`src/rtl/ctrl_hs_pkg.sv`:
```
package ctrl_hs_pkg;

    localparam int DATA_W = 32;

    // byte offsets decoded by the register bank
    localparam logic [15:0] OFS_CFG  = 16'h0014;
    localparam logic [15:0] OFS_STS  = 16'h001C;
    localparam logic [15:0] OFS_BOOT = 16'h1300;

    localparam logic [DATA_W-1:0] BOOT_SIGNATURE = 32'hDE71_CE55;

    // bit positions shared by host software and the model
    localparam int CFG_EN_BIT  = 0;
    localparam int CFG_REQ_LSB = 14;
    localparam int STS_RDY_BIT = 0;
    localparam int STS_SH_LSB  = 2;

    typedef enum logic [1:0] {
        REQ_NONE   = 2'd0,
        REQ_NORMAL = 2'd1,
        REQ_ABRUPT = 2'd2,
        REQ_RSVD   = 2'd3
    } sd_req_e;

    typedef enum logic [1:0] {
        SH_NORMAL = 2'd0,
        SH_BUSY   = 2'd1,
        SH_DONE   = 2'd2
    } sd_state_e;

    typedef enum logic [1:0] {
        RS_OFF,
        RS_RISE,
        RS_ON,
        RS_FALL
    } rdy_state_e;

    typedef struct packed {
        logic    en;
        sd_req_e req;
    } cfg_t;

    function automatic logic [DATA_W-1:0] cfg_word(cfg_t c);
        logic [DATA_W-1:0] w;
        w = '0;
        w[CFG_EN_BIT] = c.en;
        w[CFG_REQ_LSB +: 2] = c.req;
        return w;
    endfunction

    function automatic logic [DATA_W-1:0] sts_word(logic rdy, sd_state_e s);
        logic [DATA_W-1:0] w;
        w = '0;
        w[STS_RDY_BIT] = rdy;
        w[STS_SH_LSB +: 2] = s;
        return w;
    endfunction

endpackage

```
`src/rtl/hs_regbank.sv`:
```
module hs_regbank
    import ctrl_hs_pkg::*;
#(
    parameter int ADDR_W = 16
) (
    input  logic              clk,
    input  logic              rst,
    input  logic              bus_sel,
    input  logic              bus_wr,
    input  logic [ADDR_W-1:0] bus_addr,
    input  logic [DATA_W-1:0] bus_wdata,
    input  logic              rdy,
    input  sd_state_e         shst,
    input  logic              boot_done,
    output cfg_t              cfg,
    output logic              rsp_valid,
    output logic [DATA_W-1:0] rsp_data
);

    localparam logic [ADDR_W-1:0] A_CFG  = ADDR_W'(OFS_CFG);
    localparam logic [ADDR_W-1:0] A_STS  = ADDR_W'(OFS_STS);
    localparam logic [ADDR_W-1:0] A_BOOT = ADDR_W'(OFS_BOOT);

    logic              rd_req;
    logic              cfg_we;
    logic [DATA_W-1:0] rd_word;
    logic              unused_wbits;

    assign rd_req = bus_sel && !bus_wr;
    assign cfg_we = bus_sel && bus_wr && (bus_addr == A_CFG);
    assign unused_wbits = ^{bus_wdata[DATA_W-1:CFG_REQ_LSB+2],
                            bus_wdata[CFG_REQ_LSB-1:CFG_EN_BIT+1]};

    always_ff @(posedge clk) begin
        if (rst) begin
            cfg <= '{en: 1'b0, req: REQ_NONE};
        end else if (cfg_we) begin
            cfg.en  <= bus_wdata[CFG_EN_BIT];
            cfg.req <= sd_req_e'(bus_wdata[CFG_REQ_LSB +: 2]);
        end
    end

    always_comb begin
        rd_word = '0;
        if (bus_addr == A_CFG)       rd_word = cfg_word(cfg);
        else if (bus_addr == A_STS)  rd_word = sts_word(rdy, shst);
        else if (bus_addr == A_BOOT) rd_word = boot_done ? BOOT_SIGNATURE : '0;
    end

    always_ff @(posedge clk) begin
        if (rst) begin
            rsp_valid <= 1'b0;
            rsp_data  <= '0;
        end else begin
            rsp_valid <= rd_req;
            rsp_data  <= rd_req ? rd_word : '0;
        end
    end

endmodule

```
`src/rtl/hs_ready_seq.sv`:
```
module hs_ready_seq
    import ctrl_hs_pkg::*;
#(
    parameter int EN_LAT  = 16,
    parameter int DIS_LAT = 8
) (
    input  logic      clk,
    input  logic      rst,
    input  cfg_t      cfg,
    input  sd_state_e shst,
    output logic      rdy
);

    localparam int MAX_LAT = (EN_LAT > DIS_LAT) ? EN_LAT : DIS_LAT;
    localparam int CW      = $clog2(MAX_LAT + 1);

    rdy_state_e    state;
    logic [CW-1:0] cnt;
    logic          may_rise;

    // a rise is only allowed with no request pending and no shutdown running
    assign may_rise = cfg.en && (cfg.req == REQ_NONE) && (shst != SH_BUSY);

    always_ff @(posedge clk) begin
        if (rst) begin
            state <= RS_OFF;
            cnt   <= '0;
        end else begin
            unique case (state)
                RS_OFF: if (may_rise) begin
                    state <= RS_RISE;
                    cnt   <= CW'(EN_LAT - 1);
                end
                RS_RISE: begin
                    if (!may_rise)      state <= RS_OFF;
                    else if (cnt == '0) state <= RS_ON;
                    else                cnt   <= cnt - 1'b1;
                end
                RS_ON: if (!cfg.en) begin
                    state <= RS_FALL;
                    cnt   <= CW'(DIS_LAT - 1);
                end
                RS_FALL: begin
                    if (cfg.en)         state <= RS_ON;
                    else if (cnt == '0) state <= RS_OFF;
                    else                cnt   <= cnt - 1'b1;
                end
                default: state <= RS_OFF;
            endcase
        end
    end

    assign rdy = (state == RS_ON) || (state == RS_FALL);

endmodule

```
`src/rtl/hs_shutdown_seq.sv`:
```
module hs_shutdown_seq
    import ctrl_hs_pkg::*;
#(
    parameter int SHN_LAT  = 32,
    parameter int ABRT_LAT = 4
) (
    input  logic      clk,
    input  logic      rst,
    input  cfg_t      cfg,
    output sd_state_e shst
);

    localparam int MAX_LAT = (SHN_LAT > ABRT_LAT) ? SHN_LAT : ABRT_LAT;
    localparam int CW      = $clog2(MAX_LAT + 1);

    logic          en_d1;
    logic          fresh_enable;
    logic [CW-1:0] cnt;

    assign fresh_enable = cfg.en && !en_d1 && (cfg.req == REQ_NONE);

    always_ff @(posedge clk) begin
        if (rst) begin
            en_d1 <= 1'b0;
            shst  <= SH_NORMAL;
            cnt   <= '0;
        end else begin
            en_d1 <= cfg.en;
            if (fresh_enable) begin
                shst <= SH_NORMAL;
            end else begin
                unique case (shst)
                    SH_NORMAL: begin
                        if (cfg.req == REQ_NORMAL) begin
                            shst <= SH_BUSY;
                            cnt  <= CW'(SHN_LAT - 1);
                        end else if (cfg.req == REQ_ABRUPT) begin
                            shst <= SH_BUSY;
                            cnt  <= CW'(ABRT_LAT - 1);
                        end
                    end
                    SH_BUSY: begin
                        if (cnt == '0) shst <= SH_DONE;
                        else           cnt  <= cnt - 1'b1;
                    end
                    SH_DONE: shst <= SH_DONE;
                    default: shst <= SH_NORMAL;
                endcase
            end
        end
    end

endmodule

```
`src/rtl/hs_boot_timer.sv`:
```
module hs_boot_timer #(
    parameter int BOOT_LAT = 256
) (
    input  logic clk,
    input  logic rst,
    output logic boot_done
);

    localparam int CW = $clog2(BOOT_LAT + 1);
    localparam logic [CW-1:0] LIMIT = CW'(BOOT_LAT);

    logic [CW-1:0] cnt;

    always_ff @(posedge clk) begin
        if (rst)                cnt <= '0;
        else if (cnt != LIMIT)  cnt <= cnt + 1'b1;
    end

    assign boot_done = (cnt == LIMIT);

endmodule

```
`src/rtl/ctrl_handshake.sv`:
```
module ctrl_handshake
    import ctrl_hs_pkg::*;
#(
    parameter int ADDR_W   = 16,
    parameter int EN_LAT   = 16,
    parameter int DIS_LAT  = 8,
    parameter int SHN_LAT  = 32,
    parameter int ABRT_LAT = 4,
    parameter int BOOT_LAT = 256
) (
    input  logic              clk,
    input  logic              rst,
    input  logic              bus_sel,
    input  logic              bus_wr,
    input  logic [ADDR_W-1:0] bus_addr,
    input  logic [31:0]       bus_wdata,
    output logic              rsp_valid,
    output logic [31:0]       rsp_data
);

    cfg_t      cfg;
    sd_state_e shst;
    logic      rdy;
    logic      boot_done;

    hs_regbank #(.ADDR_W(ADDR_W)) u_regs (
        .clk       (clk),
        .rst       (rst),
        .bus_sel   (bus_sel),
        .bus_wr    (bus_wr),
        .bus_addr  (bus_addr),
        .bus_wdata (bus_wdata),
        .rdy       (rdy),
        .shst      (shst),
        .boot_done (boot_done),
        .cfg       (cfg),
        .rsp_valid (rsp_valid),
        .rsp_data  (rsp_data)
    );

    hs_ready_seq #(.EN_LAT(EN_LAT), .DIS_LAT(DIS_LAT)) u_ready (
        .clk  (clk),
        .rst  (rst),
        .cfg  (cfg),
        .shst (shst),
        .rdy  (rdy)
    );

    hs_shutdown_seq #(.SHN_LAT(SHN_LAT), .ABRT_LAT(ABRT_LAT)) u_shut (
        .clk  (clk),
        .rst  (rst),
        .cfg  (cfg),
        .shst (shst)
    );

    hs_boot_timer #(.BOOT_LAT(BOOT_LAT)) u_boot (
        .clk       (clk),
        .rst       (rst),
        .boot_done (boot_done)
    );

endmodule

```
`config.mk`:
```
export PLATFORM = sky130hd
export DESIGN_NAME = ctrl_handshake
export DESIGN_NICKNAME = d
export VERILOG_FILES = /design/src/rtl/ctrl_hs_pkg.sv /design/src/rtl/hs_regbank.sv /design/src/rtl/hs_ready_seq.sv /design/src/rtl/hs_shutdown_seq.sv /design/src/rtl/hs_boot_timer.sv /design/src/rtl/ctrl_handshake.sv
export SDC_FILE = /design/constraint.sdc
export NUM_CORES = 1
export LEC_CHECK = 0
export BUFFER_PORTS_ARGS = -buffer_cell sky130_fd_sc_hd__buf_4
export CORE_UTILIZATION = 35
export CTS_CLUSTER_SIZE = 8
export DETAILED_ROUTE_END_ITERATION = 8
export SLEW_MARGIN = 40
export SYNTH_ARGS = -nofsm -noshare
export SYNTH_HDL_FRONTEND = slang
export SYNTH_HIERARCHICAL = 1
export SYNTH_SLANG_ARGS = --single-unit
```
`constraint.sdc`:
```
create_clock -name clk -period 1.7 [get_ports clk]
set_input_delay 0.085 -clock clk [delete_from_list [all_inputs] [get_ports clk]]
set_output_delay 0.085 -clock clk [all_outputs]
set_load 0.02 [all_outputs]
```
==> impl_metrics.prom <==
# TYPE chip_impl_metric gauge
chip_impl_metric{name="yosys_warnings",unit=""} 6
chip_impl_info{name="synthDominantAreaCellType",value="sky130_fd_sc_hd__dfxtp_1"} 1
chip_impl_metric{name="final_cell_area",unit="um2"} 2680
chip_impl_info{name="dominant_combinational_cell_family_by_area_after_synthesis",value="simple AND/OR/NAND/NOR gates"} 1
chip_impl_info{name="synth_flop_cell",value="sky130_fd_sc_hd__dfxtp_1"} 1
chip_impl_metric{name="initial_core_util",unit=""} 0.362
chip_impl_metric{name="post_drt_via_cell_ratio",unit=""} 4.84
chip_impl_metric{name="tns",unit="ns"} 0
chip_impl_metric{name="drt_pass1_iterations",unit=""} 4
chip_impl_metric{name="async_set_or_reset_register_ratio_after_synthesis",unit=""} 0
chip_impl_metric{name="drc",unit=""} 0
chip_impl_metric{name="fin_skew",unit="ns"} 0.00798
chip_impl_info{name="critical_path.slowest_cell",value="sky130_fd_sc_hd__dfxtp_2"} 1
chip_impl_info{name="synth.most_common_cell",value="sky130_fd_sc_hd__dfxtp_1"} 1
chip_impl_metric{name="floorplan.die_area",unit="um2"} 6440
chip_impl_metric{name="synth-compound-area-share",unit=""} 0.159
chip_impl_metric{name="crit_path_max_fo",unit=""} 4
chip_impl_info{name="cp_top_family",value="simple AND/OR/NAND/NOR gates"} 1
chip_impl_metric{name="chipWidth",unit="um"} 80.3
chip_impl_metric{name="area_growth",unit="%"} 24.8
chip_impl_metric{name="initialDrtViolationCount",unit=""} 74
chip_impl_metric{name="grt_pass1_wl",unit="mm"} 6.93
chip_impl_metric{name="sw_frac_of_total",unit=""} 0.252
chip_impl_info{name="worst_hold_path_type",value="in -> reg"} 1
chip_impl_info{name="crit_type",value="reg -> reg"} 1
chip_impl_metric{name="num_antenna_cells",unit=""} 0
chip_impl_metric{name="synth.ff_latch_count",unit=""} 35
chip_impl_metric{name="cts_num_sinks",unit=""} 35
chip_impl_metric{name="finalSetupViolations",unit=""} 0
chip_impl_info{name="netlist_top_cells_area",value="sky130_fd_sc_hd__dfxtp_1, sky130_fd_sc_hd__buf_4, sky130_fd_sc_hd__ha_1"} 1
chip_impl_info{name="run_status",value="finished, final reports clean"} 1
chip_impl_metric{name="placed_cell_area",unit="um2"} 2490
chip_impl_metric{name="cellLeakagePower",unit="nW"} 1.12
chip_impl_metric{name="final_min_period_over_clock_period",unit=""} 0.972
chip_impl_metric{name="fraction_of_the_yosys_area_taken_by_sequential_cells",unit=""} 0.327
chip_impl_metric{name="number_of_global_route_vias_before_repair",unit=""} 1563
chip_impl_metric{name="fp-row-count",unit=""} 28
chip_impl_metric{name="syn_area",unit="um2"} 2140
chip_impl_metric{name="cp.arrival",unit="ns"} 1.87
chip_impl_metric{name="post_synth_fa_ha_maj_area_fraction",unit=""} 0.0642
chip_impl_metric{name="final.min_clock_period",unit="ns"} 1.65
chip_impl_info{name="ctsRootBufferMaster",value="sky130_fd_sc_hd__clkbuf_8"} 1
chip_impl_metric{name="grt_usage",unit=""} 0.140
chip_impl_metric{name="worst_skew_pair.late_latency",unit="ns"} 0.29
chip_impl_info{name="netlist_top_cells_count",value="sky130_fd_sc_hd__dfxtp_1, sky130_fd_sc_hd__buf_4, sky130_fd_sc_hd__nor2_1"} 1
chip_impl_info{name="critical_path.cell_chain",value="inv_2, ha_4, nor4b_4, and4b_1, nand4b_1, nor3_1, buf_4, nand2_4, nor2_2"} 1
chip_impl_metric{name="layout-drive-gt1-share",unit=""} 0.346
chip_impl_metric{name="die-height",unit="um"} 80.3
chip_impl_metric{name="path_clk_slew",unit="ns"} 0.08
chip_impl_metric{name="globalRoute.totalOverflow",unit=""} 0
chip_impl_metric{name="p_switching",unit="mW"} 0.398
chip_impl_metric{name="power_density_cells",unit="nW/um2"} 590
chip_impl_info{name="setup_repair_after_global_routing_missed_its_margin",value="true"} 1
chip_impl_metric{name="final_count_of_pins_violating_max_slew",unit=""} 0
chip_impl_metric{name="critical_path.max_stage_delay",unit="ns"} 0.33
chip_impl_metric{name="fin_nets",unit=""} 360
chip_impl_metric{name="synth_largest_type_area_fraction",unit=""} 0.327
chip_impl_metric{name="number_of_input_and_output_port_buffers_inserted",unit=""} 43
chip_impl_metric{name="pwr-share-comb",unit=""} 0.089
chip_impl_metric{name="design.core.area",unit="um2"} 5920
chip_impl_metric{name="finalWeightedCongestion",unit=""} 0.825
chip_impl_metric{name="grt_max_degree",unit=""} 32
chip_impl_metric{name="vdd_ir_drop_max",unit="V"} 0.000363
chip_impl_metric{name="cts-root-to-sink-buffers",unit=""} 2
chip_impl_metric{name="buf_inv_stages_crit_path",unit=""} 2
chip_impl_metric{name="detailed_place_hpwl",unit="mm"} 3.20
chip_impl_metric{name="max_freq",unit="GHz"} 0.605
chip_impl_metric{name="muxShareOfSynthArea",unit=""} 0.0257
chip_impl_metric{name="pwr-share-seq",unit=""} 0.528
chip_impl_metric{name="timing.final.hold_violations",unit=""} 0
chip_impl_metric{name="synth-xor-area-share",unit=""} 0.0163
chip_impl_info{name="setup.worst_path.end_class",value="register"} 1
chip_impl_metric{name="num_vias",unit=""} 1804
chip_impl_metric{name="grt_antenna_before_repair",unit=""} 0
chip_impl_metric{name="p_int",unit="mW"} 1.18
chip_impl_metric{name="drv_cap",unit=""} 0
chip_impl_metric{name="route.antenna.remaining_nets",unit=""} 0
chip_impl_metric{name="top_level_ports",unit=""} 85
chip_impl_info{name="element_type_at_the_critical_path_start",value="register"} 1
chip_impl_metric{name="synth-simple-area-share",unit=""} 0.268
chip_impl_metric{name="syn-instance-count",unit=""} 249
chip_impl_metric{name="worst-endpoint-required",unit="ns"} 1.92
chip_impl_metric{name="cts_buffers",unit=""} 5
chip_impl_metric{name="average_detailed_routed_wire_length_per_instance",unit="um"} 11.3
chip_impl_metric{name="synthDistinctLibCells",unit=""} 62
chip_impl_info{name="tritoncts",value="built"} 1
chip_impl_metric{name="count_of_flip_flops_with_a_built_in_enable_after_synthesis",unit=""} 0
chip_impl_metric{name="cts-htree-levels",unit=""} 2
chip_impl_metric{name="power.clock.fraction",unit=""} 0.383
chip_impl_metric{name="synth.avg_cell_area",unit="um2"} 8.61
chip_impl_metric{name="total_wire_length",unit="mm"} 4.22
chip_impl_metric{name="cts_hold_buffers",unit=""} 0
per-stage QoR:
step | hold WS [ns] | util | total power [mW] | setup slack, ns | instances
finish | 0.0618 | 0.452 | 1.58 | 0.0480 | 373
detailed placement | 0.364 | 0.421 | 0.984 | -0.00618 | 363
floorplan | 0.154 | - | 0.942 | 0.0894 | 260
CTS | 0.0393 | 0.439 | 1.60 | -0.0181 | 373
global route | 0.0554 | 0.452 | 1.65 | -0.0473 | 373
global placement | 0.367 | 0.421 | 0.982 | -0.0355 | 363
worst register-to-register path, cell delays in order, from the launching register on:
cell and delay [ns]:
sky130_fd_sc_hd__dfxtp_2 0.33, sky130_fd_sc_hd__inv_2 0.07, sky130_fd_sc_hd__ha_4 0.11, sky130_fd_sc_hd__nor4b_4 0.16, sky130_fd_sc_hd__and4b_1 0.25, sky130_fd_sc_hd__nand4b_1 0.10
sky130_fd_sc_hd__nor3_1 0.18, sky130_fd_sc_hd__buf_4 0.16, sky130_fd_sc_hd__nand2_4 0.07, sky130_fd_sc_hd__nor2_2 0.15
sequential cells by signal, summed over array words and instances, names as in the netlist:
signal / count
u_shut/en_d1: 1
u_boot/cnt: 9
u_shut/shst: 2
u_regs/rsp_data: 6
u_shut/cnt: 6
u_regs/rsp_valid: 1
u_ready/state: 2
u_regs/cfg: 3
u_ready/cnt: 5
logic make-up (layout without fill, tap and decap cells):
group,after synthesis,after routing
xor+xnor,4,4
flops,35,35
buf+inv,48,86
mux,5,5
other cells,1,12
compound gates,51,51
fa+ha+maj,11,11
simple gates,94,94
placed cells by master, fill, tap and decap left out, types with 3 or more instances in the layout:
master | synthesis | layout
sky130_fd_sc_hd__a21oi_1 | 16 | 14
sky130_fd_sc_hd__buf_4 | 27 | 62
sky130_fd_sc_hd__clkbuf_8 | 0 | 5
sky130_fd_sc_hd__conb_1 | 1 | 12
sky130_fd_sc_hd__dfxtp_1 | 35 | 31
sky130_fd_sc_hd__dfxtp_2 | 0 | 4
sky130_fd_sc_hd__ha_1 | 11 | 9
sky130_fd_sc_hd__inv_1 | 15 | 13
sky130_fd_sc_hd__inv_2 | 1 | 3
sky130_fd_sc_hd__mux2i_1 | 4 | 3
sky130_fd_sc_hd__nand2_1 | 15 | 15
sky130_fd_sc_hd__nand2b_1 | 7 | 7
sky130_fd_sc_hd__nand3_1 | 8 | 8
sky130_fd_sc_hd__nand4_1 | 7 | 7
sky130_fd_sc_hd__nor2_1 | 18 | 17
sky130_fd_sc_hd__nor3_1 | 5 | 5
sky130_fd_sc_hd__o21ai_0 | 12 | 11
sky130_fd_sc_hd__o21ai_1 | 4 | 4
sky130_fd_sc_hd__or3_1 | 5 | 5
sky130_fd_sc_hd__or4_1 | 3 | 3
sky130_fd_sc_hd__xor2_1 | 3 | 3
area by class of cell:
class | count | area (um2)
clock buffer | 5 | 68.8
clock inverter | 3 | 20.0
fill | 605 | 3250
inverter | 16 | 60.1
multi-input combinational | 177 | 1260
sequential | 35 | 706
tap | 75 | 93.8
timing repair buffer | 62 | 465
routing by layer:
layer  up-vias  GRT usage  wire length [um]
li1        935          -                 -
met1       799      0.176              2000
met2        65      0.226              1960
met3         5     0.0341               216
met4         0     0.0589                41
met5         -          0                 0
power by group through the flow:
stage	clock network [mW]	logic (mW)	registers (mW)
after global placement	0	0.131	0.851
after detailed placement	0	0.133	0.851
final	0.604	0.140	0.834
after CTS	0.634	0.133	0.832
after floorplan	0	0.0883	0.853
after global routing	0.664	0.156	0.835
worst paths after layout:
check | start | cells after the start | end | slack (ns)
setup / recovery | u_boot/cnt[0] | 9 | u_regs/rsp_data[30] | 0.05
hold / removal | bus_wdata[0] | 3 | u_regs/cfg[2] | 0.06
setup reg to reg | u_boot/cnt[0] | 9 | u_regs/rsp_data[30] | 0.05
hold reg to reg | u_shut/shst[0] | 2 | u_shut/shst[0] | 0.49
what timing repair did:
item | 4_1_cts | 5_1_grt
buffers inserted | 2 | 0
cloned | 0 | 0
endpoints found under the hold margin | 0 | 0
resized for setup | 2 | 20
pin swaps | 1 | 10
setup endpoints to repair | 4 | 11
Power figures use the tool's default switching activity.
